[config.mk]
export PLATFORM = sky130hd
export DESIGN_NAME = cip_centre_interp
export DESIGN_NICKNAME = d
export VERILOG_FILES = /design/src/rtl/cip_pkg.sv /design/src/rtl/cip_fold.sv /design/src/rtl/cip_round.sv /design/src/rtl/cip_centre_interp.sv
export SDC_FILE = /design/constraint.sdc
export NUM_CORES = 2
export LEC_CHECK = 0
export BUFFER_PORTS_ARGS = -buffer_cell sky130_fd_sc_hd__buf_2
export CORE_AREA = 2 2 330 332
export CTS_CLUSTER_SIZE = 8
export DETAILED_ROUTE_END_ITERATION = 6
export DIE_AREA = 0 0 332 334
export GPL_ROUTABILITY_DRIVEN = 0
export PLACE_DENSITY_LB_ADDON = 0.12
export SLEW_MARGIN = 10
export SYNTH_ARGS = -nofsm -noshare
export SYNTH_HDL_FRONTEND = slang
export SYNTH_SLANG_ARGS = --single-unit
export TNS_END_PERCENT = 50
[constraint.sdc]
create_clock -name clk -period 7.65 [get_ports clk]
set_clock_uncertainty 0.1 [all_clocks]
set_input_delay 1.53 -clock clk [delete_from_list [all_inputs] [get_ports clk]]
set_output_delay 1.53 -clock clk [all_outputs]
set_load 0.005 [all_outputs]
[src/rtl/cip_pkg.sv]
package cip_pkg;
    localparam int TAPS       = 6;
    localparam int RND_SHIFT  = 10;
    localparam int ACC_GUARD  = 7;
endpackage

[src/rtl/cip_fold.sv]
module cip_fold #(
    parameter int IN_W = 16
) (
    input  logic [cip_pkg::TAPS*IN_W-1:0] taps,
    output logic signed [IN_W:0]          outer,
    output logic signed [IN_W:0]          mid,
    output logic signed [IN_W:0]          inner
);
    logic signed [IN_W-1:0] t [cip_pkg::TAPS];

    always_comb begin
        for (int k = 0; k < cip_pkg::TAPS; k++) begin
            t[k] = taps[k*IN_W +: IN_W];
        end
        outer = (IN_W+1)'(t[0]) + (IN_W+1)'(t[5]);
        mid   = (IN_W+1)'(t[1]) + (IN_W+1)'(t[4]);
        inner = (IN_W+1)'(t[2]) + (IN_W+1)'(t[3]);
    end
endmodule

[src/rtl/cip_round.sv]
module cip_round #(
    parameter int IN_W  = 16,
    parameter int PIX_W = 8
) (
    input  logic signed [IN_W:0]  outer,
    input  logic signed [IN_W:0]  mid,
    input  logic signed [IN_W:0]  inner,
    output logic [PIX_W-1:0]      pix
);
    localparam int ACC_W = IN_W + cip_pkg::ACC_GUARD;
    localparam logic signed [ACC_W-1:0] HALF    = ACC_W'(1 << (cip_pkg::RND_SHIFT - 1));
    localparam logic signed [ACC_W-1:0] PIX_MAX = ACC_W'((1 << PIX_W) - 1);

    logic signed [ACC_W-1:0] o_x, m_x, i_x, acc, shifted;

    always_comb begin
        o_x = ACC_W'(outer);
        m_x = ACC_W'(mid);
        i_x = ACC_W'(inner);
        acc = o_x - ((m_x <<< 2) + m_x) + ((i_x <<< 4) + (i_x <<< 2)) + HALF;
        shifted = acc >>> cip_pkg::RND_SHIFT;
        if (shifted < 0) begin
            pix = '0;
        end else if (shifted > PIX_MAX) begin
            pix = '1;
        end else begin
            pix = shifted[PIX_W-1:0];
        end
    end
endmodule

[src/rtl/cip_centre_interp.sv]
module cip_centre_interp #(
    parameter int LANES = 8,
    parameter int IN_W  = 16,
    parameter int PIX_W = 8
) (
    input  logic                                  clk,
    input  logic                                  rst,
    input  logic                                  in_valid,
    output logic                                  in_ready,
    input  logic [LANES*cip_pkg::TAPS*IN_W-1:0]   in_taps,
    output logic                                  out_valid,
    input  logic                                  out_ready,
    output logic [LANES*PIX_W-1:0]                out_pix
);
    localparam int FW = IN_W + 1;
    localparam int TW = cip_pkg::TAPS * IN_W;

    typedef struct packed {
        logic signed [FW-1:0] outer;
        logic signed [FW-1:0] mid;
        logic signed [FW-1:0] inner;
    } fold_t;

    typedef struct packed {
        logic                     s1_v;
        fold_t [LANES-1:0]        s1;
        logic                     s2_v;
        logic [LANES*PIX_W-1:0]   s2;
    } pipe_t;

    pipe_t st_d, st_q;

    logic signed [FW-1:0]   f_out [LANES];
    logic signed [FW-1:0]   f_mid [LANES];
    logic signed [FW-1:0]   f_inn [LANES];
    logic [LANES*PIX_W-1:0] pix_w;
    logic                   advance;

    for (genvar l = 0; l < LANES; l++) begin : g_lane
        cip_fold #(.IN_W(IN_W)) u_fold (
            .taps  (in_taps[l*TW +: TW]),
            .outer (f_out[l]),
            .mid   (f_mid[l]),
            .inner (f_inn[l])
        );
        cip_round #(.IN_W(IN_W), .PIX_W(PIX_W)) u_round (
            .outer (st_q.s1[l].outer),
            .mid   (st_q.s1[l].mid),
            .inner (st_q.s1[l].inner),
            .pix   (pix_w[l*PIX_W +: PIX_W])
        );
    end

    assign advance   = !st_q.s2_v || out_ready;
    assign in_ready  = advance;
    assign out_valid = st_q.s2_v;
    assign out_pix   = st_q.s2;

    always_comb begin
        st_d = st_q;
        if (advance) begin
            st_d.s2_v = st_q.s1_v;
            st_d.s2   = pix_w;
            st_d.s1_v = in_valid;
            for (int l = 0; l < LANES; l++) begin
                st_d.s1[l].outer = f_out[l];
                st_d.s1[l].mid   = f_mid[l];
                st_d.s1[l].inner = f_inn[l];
            end
        end
    end

    always_ff @(posedge clk) begin
        if (rst) begin
            st_q <= '0;
        end else begin
            st_q <= st_d;
        end
    end
endmodule

==> flow_metrics.tcl <==
set metrics [dict create \
    p_seq_share_pct 15.7 \
    p_int_mw 11.2 \
    period_minus_slack_ns 6.53 \
    p_comb_share_pct 70.3 \
    startpoint_type "flip-flop" \
    hold_path_end "out_pix[48]$_SDFFE_PP0P_" \
    cpPeakStageDelay_ns 0.72 \
    ys_ff_latch 474 \
    cts.sinks 474 \
    cts_hold_buffers 0 \
    initial_core_util_pct 48.8 \
    num_vias 48200 \
    yosys.area.top_type "ha_1" \
    switching_share_pct 46.2 \
    grt.total_usage_pct 26.4 \
    die-area_um2 111000 \
    reg2reg_from "st_q[289]$_SDFFE_PP0P_" \
    synth_top_area_share_pct 22.5 \
    cap_violations 0 \
    yosysSeqAreaShare_pct 18.1 \
    layout_commonest_cell "ha_1" \
    hold_violations 0 \
    synth_area_um2 52600 \
    async_flop_share_pct 0 \
    cts-root-buf "clkbuf_16" \
    finalCritPeriodShare_pct 85.4 \
    clockBufferDepth 3 \
    cts_buffers 70 \
    cp.required_ns 8.08 \
    post_cts_buffers 0 \
    wl_per_cell_um 17.1 \
    outcome "finished clean" \
    syn_nets 8532 \
    slew_headroom_pct 33.0 \
    grt_pass1_wl_um 239000 \
    hold-path-cell-count 2 \
    final_cell_mix "944 x ha_1, 836 x buf_2, 699 x nand2_1" \
    drv_slew 0 \
    synth_area_leaders "ha_1 22%, dfxtp_1 18%, a21oi_1 6.5%" \
    layout.nets 9225 \
    hpwlAfterDp_um 122000 \
    dr.pass1.iters 7 \
    clk_latency_ns 0.63 \
    ant_nets 0 \
    synth_edf_count 0 \
    clk_pin_slew_ns 0.06 \
    min_from "out_pix[48]$_SDFFE_PP0P_" \
    routed_wl_um 151000 \
    max_freq_mhz 153 \
    cp-end-kind "flip-flop" \
    yosysWarnings 0 \
    finalSetupViolCount 0 \
    synth_cell_types 94 \
    r2r-end "out_pix[39]$_SDFFE_PP0P_" \
    htree_num_levels 3 \
    route.detailed.drc 0 \
    rsz0062_at_grt "no" \
    grt_max_degree 144 \
    worst-path-max-fanout 8 \
    layout.cells.non_filler 8789 \
    cts_resized 0 \
    rows 121 \
    drt_first_iter_violations 2611 \
    fin_area_um2 59600 \
    p_per_area_nw_per_um2 348 \
    syn_to_final_growth_pct 13.4 \
    portBuffers 837 \
    reg2reg_slack_ns 1.12 \
    p_clk_share_pct 14.0 \
    grt_pass1_vias 46200 \
    drive_gt1_share_pct 13.9 \
    fp.dieW_um 332 \
    setup_tns_ns 0 \
    synthCells 6656 \
    cp.arrival_ns 6.97 \
    max-vdd-ir-drop_mv 0.249 \
    viasPerCell 5.49 \
    overflow 0 \
    p_leak_nw 28.6 \
    r2r_cells 26 \
    cts_tree "yes" \
    p_sw_mw 9.57 \
    avgSynthCellArea_um2 7.90 \
    dp.cells 8691 \
    core_area_um2 108000 \
    ios 838 \
    placed_cell_area_um2 57600 \
    synthFlopType "dfxtp_1" \
    critical_path_class "reg -> reg" \
    hp-class "reg -> reg" \
    cp_slowest_cell "a221oi_1" \
    crit_top_cell "ha_1" \
    tightest_slew_ns 1.01 \
    antenna_found_initial 20 \
    die_h_um 334 \
]
final cells by class:
cell class	count	area, um^2
inverter	619	2330
multi-input combinational	5333	39700
fill	10400	48200
tap	1414	1770
antenna	12	30.0
clock buffer	82	1870
timing repair buffer	851	4350
clock inverter	4	71.3
sequential	474	9490
cell families (layout without fill, tap and decap cells):
kind of cell,Yosys count,after routing,synth area share [%]
AOI/OAI and AO/OA,1740,1740,21.1
xor gates and xnor gates,499,499,8.33
adders and majority gates,1104,1104,28.6
buffers and inverters,849,1556,6.52
DFF,474,474,18.1
muxes,11,11,0.236
other,0,12,0
and+or+nand+nor,1979,1979,17.1
worst max path at each step:
stage                          endpoint                   start  slack [ns]
2_1_floorplan   out_pix[1]$_SDFFE_PP0P_   st_q[84]$_SDFFE_PP0P_        1.80
3_3_place_gp   out_pix[47]$_SDFFE_PP0P_  st_q[339]$_SDFFE_PP0P_        1.42
3_5_place_dp   out_pix[39]$_SDFFE_PP0P_  st_q[289]$_SDFFE_PP0P_        1.14
4_1_cts        out_pix[39]$_SDFFE_PP0P_  st_q[289]$_SDFFE_PP0P_        1.12
5_1_grt        out_pix[39]$_SDFFE_PP0P_  st_q[289]$_SDFFE_PP0P_        0.45
6_report       out_pix[39]$_SDFFE_PP0P_  st_q[289]$_SDFFE_PP0P_        1.12
through the flow:
stage | hold WS [ns] | setup slack [ns] | power, mW | utilization (%)
6_report | 0.342 | 1.12 | 20.7 | 55.3
5_1_grt | 0.363 | 0.452 | 22.9 | 55.3
4_1_cts | 0.344 | 1.12 | 20.8 | 55.2
3_5_place_dp | 0.336 | 1.14 | 17.7 | 53.4
3_3_place_gp | 0.337 | 1.42 | 17.5 | 53.4
2_1_floorplan | 0.325 | 1.80 | 14.5 | -
worst max-delay path, delay by kind of cell, from the launching register on:
kind,cells,cell delay [ns]
AOI/OAI and AO/OA,13,3.51
adders and majority gates,4,1.36
and+or+nand+nor,5,0.51
DFF,1,0.36
muxes,1,0.25
buffers and inverters,2,0.19
xor gates and xnor gates,1,0.13
synth_stat cells (13+ instances only):
library cell	instances
a221oi_1	19
or3_1	61
a31o_2	25
a21oi_1	683
nor2b_1	144
a211oi_1	68
a22oi_1	27
nand2b_1	17
ha_1	944
o211ai_1	44
a21o_1	124
nor2_1	494
o21bai_1	40
nand3_1	226
buf_4	64
and2_1	21
inv_1	618
dfxtp_1	474
xor2_1	135
or2_2	18
o2111ai_1	32
nor4_1	13
clkbuf_1	158
a31oi_1	25
o211a_1	27
nand2_1	700
nand4_1	15
o21a_1	76
fa_1	160
a21boi_0	50
nor3b_1	24
and3_1	45
o41ai_1	32
o21ai_0	320
o31a_1	15
xnor2_1	363
nor3_1	170
o21ai_1	13
sequential cells by signal, indices dropped and copies added (netlist names):
signal / flops
st_q: 409
out_pix: 64
out_valid: 1
power groups by stage:
stage                     Combinational (mW)  Clock (mW)  Sequential (mW)
after floorplan                         11.4           0             3.19
after global placement                  14.2           0             3.30
after detailed placement                14.4           0             3.31
after CTS                               14.5        2.99             3.26
after global routing                    16.5        3.07             3.32
final                                   14.6        2.91             3.26
metal layers:
layer / vias to the layer above / routed length, um / track usage (%)
li1: 24600 / - / -
met1: 22200 / 68400 / 34.2
met2: 1082 / 69300 / 44.6
met3: 248 / 7460 / 4.02
met4: 2 / 5310 / 9.11
met5: - / 13 / 0
Power figures use the tool's default switching activity.
